### config.mk
export PLATFORM = sky130hd
export DESIGN_NAME = pagehit_tracker
export DESIGN_NICKNAME = d
export VERILOG_FILES = /design/src/rtl/pagehit_pkg.sv /design/src/rtl/space_gate.sv /design/src/rtl/row_extract.sv /design/src/rtl/row_register.sv /design/src/rtl/pagehit_tracker.sv
export SDC_FILE = /design/constraint.sdc
export NUM_CORES = 1
export LEC_CHECK = 0
export ABC_AREA = 1
export BUFFER_PORTS_ARGS = -buffer_cell sky130_fd_sc_hd__buf_2
export CORE_MARGIN = 2
export CORE_UTILIZATION = 44
export DETAILED_ROUTE_END_ITERATION = 6
export GPL_TIMING_DRIVEN = 0
export HOLD_SLACK_MARGIN = 0.05
export PLACE_DENSITY = 0.86
export SLEW_MARGIN = 20
export SYNTH_ARGS = -nofsm -noshare
export SYNTH_HDL_FRONTEND = slang
export SYNTH_HIERARCHICAL = 1
export SYNTH_SLANG_ARGS = --single-unit
export TNS_END_PERCENT = 100
### constraint.sdc
create_clock -name clk -period 1.5 [get_ports clk]
set_clock_uncertainty 0.1 [all_clocks]
set_input_delay 0.3 -clock clk [delete_from_list [all_inputs] [get_ports clk]]
set_output_delay 0.3 -clock clk [all_outputs]
set_load 0.02 [all_outputs]
### src/rtl/pagehit_pkg.sv
package pagehit_pkg;
  typedef enum logic [1:0] {
    SP_PROG = 2'b00,
    SP_XDAT = 2'b01,
    SP_YDAT = 2'b10,
    SP_NONE = 2'b11
  } space_e;

  localparam int NUM_SPACES = 3;
endpackage

### src/rtl/space_gate.sv
module space_gate
  import pagehit_pkg::*;
(
  input  space_e                 space,
  input  logic [NUM_SPACES-1:0]  en_vec,
  output logic                   space_on
);
  logic [NUM_SPACES-1:0] hit_vec;

  // One-hot decode of the space code, one term per space.
  for (genvar i = 0; i < NUM_SPACES; i++) begin : g_dec
    assign hit_vec[i] = (space == space_e'(i)) && en_vec[i];
  end

  assign space_on = |hit_vec;

  // the reserved code never enables a cycle
  always_comb begin
    if (space == SP_NONE) assert (!space_on) else $error("p_reserved_off_r8");
  end
endmodule

### src/rtl/row_extract.sv
module row_extract #(
  parameter int ADDR_W = 32,
  parameter int COL_W  = 9,
  parameter int ROW_W  = 11,
  parameter logic [ROW_W-1:0] ROW_MASK = '1
) (
  input  logic [ADDR_W-1:0] addr,
  output logic [ROW_W-1:0]  row
);
  localparam int TOP_BIT = COL_W + ROW_W;

  if (TOP_BIT > ADDR_W) begin : g_bad
    initial $error("row field exceeds address width");
  end

  logic [ADDR_W-1:0] shifted;
  assign shifted = addr >> COL_W;
  assign row     = shifted[ROW_W-1:0] & ROW_MASK;
endmodule

### src/rtl/row_register.sv
module row_register #(
  parameter int ROW_W = 11
) (
  input  logic             clk,
  input  logic             rst,
  input  logic             load,
  input  logic [ROW_W-1:0] row_in,
  output logic             valid_q,
  output logic             match
);
  logic [ROW_W-1:0] row_q;

  always_ff @(posedge clk) begin
    if (rst) begin
      valid_q <= 1'b0;
      row_q   <= '0;
    end else if (load) begin
      valid_q <= 1'b1;
      row_q   <= row_in;
    end
  end

  assign match = valid_q && (row_q == row_in);

  // no load leaves the held row untouched
  p_hold_row_r6: assert property (@(posedge clk) disable iff (rst)
    !load |=> $stable(row_q) && $stable(valid_q));

  // a load always leaves a valid row behind
  p_load_valid_r7: assert property (@(posedge clk) disable iff (rst)
    load |=> valid_q);
endmodule

### src/rtl/pagehit_tracker.sv
module pagehit_tracker
  import pagehit_pkg::*;
#(
  parameter int ADDR_W = 32,
  parameter int COL_W  = 9,
  parameter int ROW_W  = 11,
  parameter logic [ROW_W-1:0] ROW_MASK = '1
) (
  input  logic              clk,
  input  logic              rst,
  input  logic              cyc_start,
  input  logic [ADDR_W-1:0] addr,
  input  logic [1:0]        space,
  input  logic              en_prog,
  input  logic              en_xdat,
  input  logic              en_ydat,
  output logic              same_page
);
  logic             space_on;
  logic             load;
  logic             row_valid;
  logic             row_match;
  logic [ROW_W-1:0] cur_row;

  space_gate u_gate (
    .space    (space_e'(space)),
    .en_vec   ({en_ydat, en_xdat, en_prog}),
    .space_on (space_on)
  );

  row_extract #(
    .ADDR_W   (ADDR_W),
    .COL_W    (COL_W),
    .ROW_W    (ROW_W),
    .ROW_MASK (ROW_MASK)
  ) u_extract (
    .addr (addr),
    .row  (cur_row)
  );

  assign load = cyc_start && space_on;

  row_register #(.ROW_W(ROW_W)) u_row (
    .clk     (clk),
    .rst     (rst),
    .load    (load),
    .row_in  (cur_row),
    .valid_q (row_valid),
    .match   (row_match)
  );

  always_ff @(posedge clk) begin
    if (rst) same_page <= 1'b0;
    else     same_page <= load && row_match;
  end

  // no strobe, no hint on the next clock
  p_idle_low_r2: assert property (@(posedge clk) disable iff (rst)
    !cyc_start |=> !same_page);

  // disabled space gives no hint
  p_disabled_low_r3: assert property (@(posedge clk) disable iff (rst)
    cyc_start && !space_on |=> !same_page);

  // nothing held means no hit
  p_empty_miss_r1: assert property (@(posedge clk) disable iff (rst)
    !row_valid |=> !same_page);
endmodule

Word-level counts from Yosys, hierarchy flattened

Cells that the tools add are included.
W data, S select, Z words.

Eq/ne operators: 3
Reductions and logical operators: 8

Operators with widths:

| kind                 | number |
|---|---|
| $eq A11 B11 Y1       | 1 |
| $logic_and A1 B1 Y1  | 6 |
| $reduce_or A3 Y1     | 1 |
| $eq A2 B1 Y1 const B | 1 |
| $eq A2 B2 Y1 const B | 1 |
| $logic_not A2 Y1     | 1 |

Input bits: 40
Flip-flop bits (word level): 13
Word-level logic and storage cells: 14
Output and inout port bits: 1

Logic depth before layout (Yosys ltp)

Word-level depth: 5
Gate-level depth with buffers: 11
Mapped depth without buffers: 10

Modules after synthesis

Netlist, hierarchy kept.

By module, submodules not included:

| module          | seq. area each (um2) | instances | area an instance (um2) | cells each |
|---|---|---|---|---|
| row_register    | 240.2                | 1         | 665.6                  | 95 |
| row_extract     | 0.0                  | 1         | 82.6                   | 11 |
| pagehit_tracker | 20.0                 | 1         | 38.8                   | 6 |
| space_gate      | 0.0                  | 1         | 27.5                   | 6 |

Worst setup path after synthesis

No wires, ideal clock.

Path kind: input to register
Start point: in space[0]
End point: reg u_row.row_q[0]
Data required time: 1.321 ns
Arrival: 1.000 ns
Buffers on the path: 2
Path slack: 0.320 ns
Library setup time: 0.079 ns
Stages: 8
Path through: inv_1 -> nand3_1 -> nand3_1 -> nand2_1 -> inv_1 -> buf_6 -> buf_8 -> a211oi_2

Word-level cells in the longest chain between the ends: 4
Elaborated cells on any way between the ends: 8
Classes of those cells: eq/ne: 2; reduce/logical: 6

RTL lines:

| item                                       | line                  | source |
|---|---|---|
| from (decl)                                | pagehit_tracker.sv:13 | `input logic [1:0] space,` |
| $eq A2 B1 Y1, or another cell as far along | space_gate.sv:12      | `assign hit_vec[i] = (space == space_e'(i)) && en_vec[i];` |
| $logic_and A1 B1 Y1                        | space_gate.sv:12      |  |
| $reduce_or A3 Y1 *                         | space_gate.sv:15      | `assign space_on = \|hit_vec;` |
| named net space_on                         | pagehit_tracker.sv:19 | `logic space_on;` |
| $logic_and A1 B1 Y1 *                      | pagehit_tracker.sv:41 | `assign load = cyc_start && space_on;` |
| named net load                             | pagehit_tracker.sv:20 | `logic load;` |
| to (signal assigned)                       | row_register.sv:19    | `row_q <= row_in;` |
| to (decl)                                  | row_register.sv:11    | `logic [ROW_W-1:0] row_q;` |

Mark *: on every way through the listed nets, which the timed path passes. The rest lies on a longest branch.
A chain may end at the register's enable or synchronous reset.

Worst setup path in the final report

Start point: reg same_page
End point: out same_page

RTL lines:

| item                   | line                  | source |
|---|---|---|
| from (decl)            | pagehit_tracker.sv:17 | `output logic same_page` |
| from (signal assigned) | pagehit_tracker.sv:54 | `else same_page <= load && row_match;` |

No word-level cell between the ends.

==> impl_metrics.xml <==
<?xml version="1.0" encoding="UTF-8"?>
<metrics>
  <group name="power_and_ir_drop">
    <metric name="power_density" unit="mW/mm^2">815</metric>
    <metric name="irDropWorstVdd" unit="mV">0.351</metric>
    <metric name="power_leakage" unit="nW">0.434</metric>
  </group>
  <group name="critical_path">
    <metric name="worst-path-stages" unit="">1</metric>
    <metric name="critPathCaptureType" unit="">output pin</metric>
    <metric name="critical_path.endpoint" unit="">same_page</metric>
    <metric name="worst_ep_required_time" unit="ns">1.10</metric>
    <metric name="critical_path.slowest_cell" unit="">sky130_fd_sc_hd__dfxtp_1</metric>
    <metric name="crit-reg2reg-launch" unit="">u_row/row_q[9]</metric>
    <metric name="crit_arrival" unit="ns">0.73</metric>
    <metric name="reg2reg_slack" unit="ns">0.39</metric>
    <metric name="worst-setup-path-type" unit="">flop to output pin</metric>
    <metric name="crit_path_start" unit="">same_page</metric>
    <metric name="cpPeakStageDelay" unit="ns">0.31</metric>
    <metric name="timing.critical_path.cells" unit="">buf_2</metric>
    <metric name="worstRegToRegCells" unit="">10</metric>
    <metric name="crit-reg2reg-capture" unit="">same_page</metric>
    <metric name="worstPathBufferInverterCount" unit="">1</metric>
    <metric name="cpLargestDelayFamily" unit="">flip-flops</metric>
    <metric name="worstPathMaxFanout" unit="">1</metric>
    <metric name="timing.critical_path.from_type" unit="">flop</metric>
  </group>
  <group name="cts">
    <metric name="post-cts-setup-buffer-count" unit="">0</metric>
    <metric name="clock_tree.root_cell" unit="">sky130_fd_sc_hd__clkbuf_4</metric>
    <metric name="tritoncts.num_buffers" unit="">3</metric>
    <metric name="path_clk_slew" unit="ns">0.08</metric>
    <metric name="clock_latency_of_the_later_clocked_register_in_the_worst_skew_pair" unit="ns">0.27</metric>
    <metric name="maximum_count_of_clock_buffers_along_a_single_path" unit="">2</metric>
    <metric name="postCtsHoldBufs" unit="">0</metric>
    <metric name="clkSinkCount" unit="">13</metric>
    <metric name="cts_resized" unit="">0</metric>
    <metric name="cts_tree" unit="">built</metric>
    <metric name="h-tree-depth" unit="">1</metric>
  </group>
  <group name="synth">
    <metric name="netlist-cell-type-count" unit="">19</metric>
    <metric name="ys.warnings.count" unit="">6</metric>
    <metric name="netlist_top_cells_area" unit="">sky130_fd_sc_hd__dfxtp_1 (32%), sky130_fd_sc_hd__nand2_1 (15%), sky130_fd_sc_hd__buf_4 (10%)</metric>
    <metric name="post_synth_inst_count" unit="">118</metric>
    <metric name="post_synth_instance_area" unit="um^2">815</metric>
    <metric name="yosys.area.top_type" unit="">sky130_fd_sc_hd__dfxtp_1</metric>
    <metric name="yosysMostFrequentCell" unit="">sky130_fd_sc_hd__nand2_1</metric>
    <metric name="synth_top_area_share" unit="">0.320</metric>
    <metric name="synthArstFlopShare" unit="">0</metric>
    <metric name="synth_edf_count" unit="">0</metric>
    <metric name="sequential_fraction_of_the_synthesis_area" unit="">0.320</metric>
    <metric name="syn-mean-instance-area" unit="um^2">6.90</metric>
    <metric name="nets_in_the_synthesized_netlist" unit="">158</metric>
    <metric name="flop_and_latch_count_out_of_synthesis" unit="">13</metric>
    <metric name="synth.top_cells.by_count" unit="">sky130_fd_sc_hd__nand2_1 (32), sky130_fd_sc_hd__inv_1 (18), sky130_fd_sc_hd__dfxtp_1 (13), sky130_fd_sc_hd__nor2_1 (13), sky130_fd_sc_hd__buf_4 (11)</metric>
    <metric name="ys.flop_type" unit="">sky130_fd_sc_hd__dfxtp_1</metric>
  </group>
  <group name="route">
    <metric name="detailedRoute.firstIterationViolations" unit="">6</metric>
    <metric name="dr_total_vias" unit="">676</metric>
    <metric name="post-route-drc-count" unit="">0</metric>
    <metric name="route.detailed.vias_per_inst" unit="">4.36</metric>
    <metric name="routed_wire_length_per_instance" unit="um">8.68</metric>
    <metric name="finalWirelength" unit="mm">1.35</metric>
    <metric name="drt_pre_antenna_iters" unit="">3</metric>
    <metric name="antenna_left" unit="">0</metric>
  </group>
  <group name="placement">
    <metric name="dp_cells" unit="">151</metric>
    <metric name="routabilityCongestion" unit="">0.728</metric>
    <metric name="port_buffers" unit="">8</metric>
    <metric name="place.detailed.hpwl" unit="mm">1.07</metric>
  </group>
  <group name="run_status">
    <metric name="status" unit="">finished, final reports clean</metric>
  </group>
  <group name="layout">
    <metric name="fin_nets" unit="">171</metric>
    <metric name="stdcell_count" unit="">155</metric>
    <metric name="post_route_cells_drive_above_1_share" unit="">0.292</metric>
    <metric name="synthToLayoutAreaGrowth" unit="%">12.0</metric>
    <metric name="num_antenna_cells" unit="">0</metric>
  </group>
  <group name="floorplanning">
    <metric name="core_area" unit="mm^2">0.00173</metric>
    <metric name="fp.dieW" unit="um">47.0</metric>
    <metric name="die_area" unit="mm^2">0.00221</metric>
    <metric name="rows" unit="">15</metric>
    <metric name="top_level_ports" unit="">41</metric>
    <metric name="start_util" unit="">0.472</metric>
    <metric name="die_h" unit="um">47.0</metric>
  </group>
  <group name="flow_run">
    <metric name="max-cap-violations" unit="">0</metric>
  </group>
  <group name="sta">
    <metric name="totalNegativeSetupSlack" unit="ns">0</metric>
    <metric name="timing.max_slew.rel_slack" unit="">0.826</metric>
    <metric name="worst_slew_pin_tran" unit="ns">0.261</metric>
    <metric name="final_min_period_over_clock_period" unit="">0.752</metric>
    <metric name="unrepaired_setup_endpoints_after_global_routing" unit="">false</metric>
    <metric name="finalMaxSlewViolations" unit="">0</metric>
    <metric name="timing.final.hold_violations" unit="">0</metric>
    <metric name="clock.fmax" unit="GHz">0.887</metric>
    <metric name="final_period_minus_worst_setup_slack" unit="ns">1.13</metric>
    <metric name="finalSetupViolCount" unit="">0</metric>
  </group>
  <group name="worst_hold_path">
    <metric name="min_from" unit="">rst</metric>
    <metric name="hold_path.class" unit="">input pin to flop</metric>
  </group>
  <group name="grt">
    <metric name="grt_start_max_net_pins" unit="">11</metric>
    <metric name="globalRouteMet1Util" unit="">0.163</metric>
    <metric name="grt_pass1_vias" unit="">590</metric>
    <metric name="grt_use_met2" unit="">0.260</metric>
    <metric name="globalRoute.busiestLayer" unit="">met2</metric>
    <metric name="global_route.overflow_total" unit="">0</metric>
    <metric name="antenna_found_initial" unit="">0</metric>
    <metric name="met3_usage" unit="">0.0231</metric>
    <metric name="grt_pass1_wl" unit="mm">2.27</metric>
    <metric name="combined_global_route_utilization_of_all_metal_layers" unit="">0.148</metric>
  </group>
</metrics>
-- power breakdown --
group / internal, mW / switching (mW)
combinational: 0.0744 / 0.0806
clock: 0.103 / 0.107
sequential: 0.365 / 0.0125
-- layer usage --
metal / share of wire / vias up
met1: 0.44 / 299
li1: - / 366
met3: 0.044 / 2
met2: 0.51 / 9
met4: 0.0089 / 0
met5: 0 / -
-- layout make-up --
type,count,area [um^2]
plain buffers,14,114
clock buffers,4,26.3
fillers,175,815
inverters,23,86.3
multi-input cells,68,354
flip-flops and latches,13,260
well taps,25,31.3
repair buffers,8,40.0
-- cells in the final DEF, fill, tap and decap left out, types with 2 or more instances in the layout --
cell type | synthesis | final
sky130_fd_sc_hd__a211oi_1 | 2 | 2
sky130_fd_sc_hd__a211oi_2 | 5 | 5
sky130_fd_sc_hd__a21oi_2 | 3 | 3
sky130_fd_sc_hd__buf_2 | 1 | 9
sky130_fd_sc_hd__buf_4 | 11 | 11
sky130_fd_sc_hd__clkbuf_4 | 0 | 3
sky130_fd_sc_hd__dfxtp_1 | 13 | 13
sky130_fd_sc_hd__inv_1 | 18 | 18
sky130_fd_sc_hd__inv_2 | 4 | 4
sky130_fd_sc_hd__nand2_1 | 32 | 32
sky130_fd_sc_hd__nand3_1 | 6 | 6
sky130_fd_sc_hd__nor2_1 | 13 | 13
sky130_fd_sc_hd__xnor2_1 | 3 | 3
-- worst register-to-register path, delay by kind of cell (launching register included) --
| family | cells | cell delay [ns] |
|---|---|---|
| simple gates | 8 | 0.52 |
| flops | 1 | 0.36 |
| buf+inv | 2 | 0.09 |
-- cells by family after synthesis --
group | Yosys count | synth area share
flip-flops | 13 | 0.320
AND/OR/NAND/NOR | 52 | 0.252
buffers and inverters | 37 | 0.246
XOR/XNOR | 4 | 0.0430
AO/OA/AOI/OAI | 12 | 0.140
-- flip-flops by register name, summed over array words and instances, names as in the netlist --
| name | cells |
|---|---|
| u_row/row_q | 11 |
| same_page | 1 |
| u_row/valid_q | 1 |
-- metrics by stage --
stage | hold slack [ns] | instance area (um^2) | utilization | setup WS (ns) | power [mW]
floorplan | 0.273 | 815 | - | 0.320 | 0.511
detailed placement | 0.354 | 886 | 0.513 | 0.0993 | 0.542
global placement | 0.341 | 886 | 0.513 | 0.149 | 0.535
global route | 0.128 | 912 | 0.528 | 0.252 | 0.795
CTS | 0.120 | 912 | 0.528 | 0.352 | 0.761
finish | 0.135 | 912 | 0.528 | 0.372 | 0.743
-- worst min-delay path by stage --
| stage | to | cells past startpoint |
|---|---|---|
| after global placement | u_row/valid_q | 2 |
| after CTS | u_row/row_q[9] | 2 |
| after floorplan | u_row/row_q[9] | 1 |
| final | u_row/row_q[9] | 2 |
| after detailed placement | u_row/valid_q | 2 |
| after global routing | u_row/row_q[9] | 2 |
No activity file was read; power rests on OpenSTA's default activity.
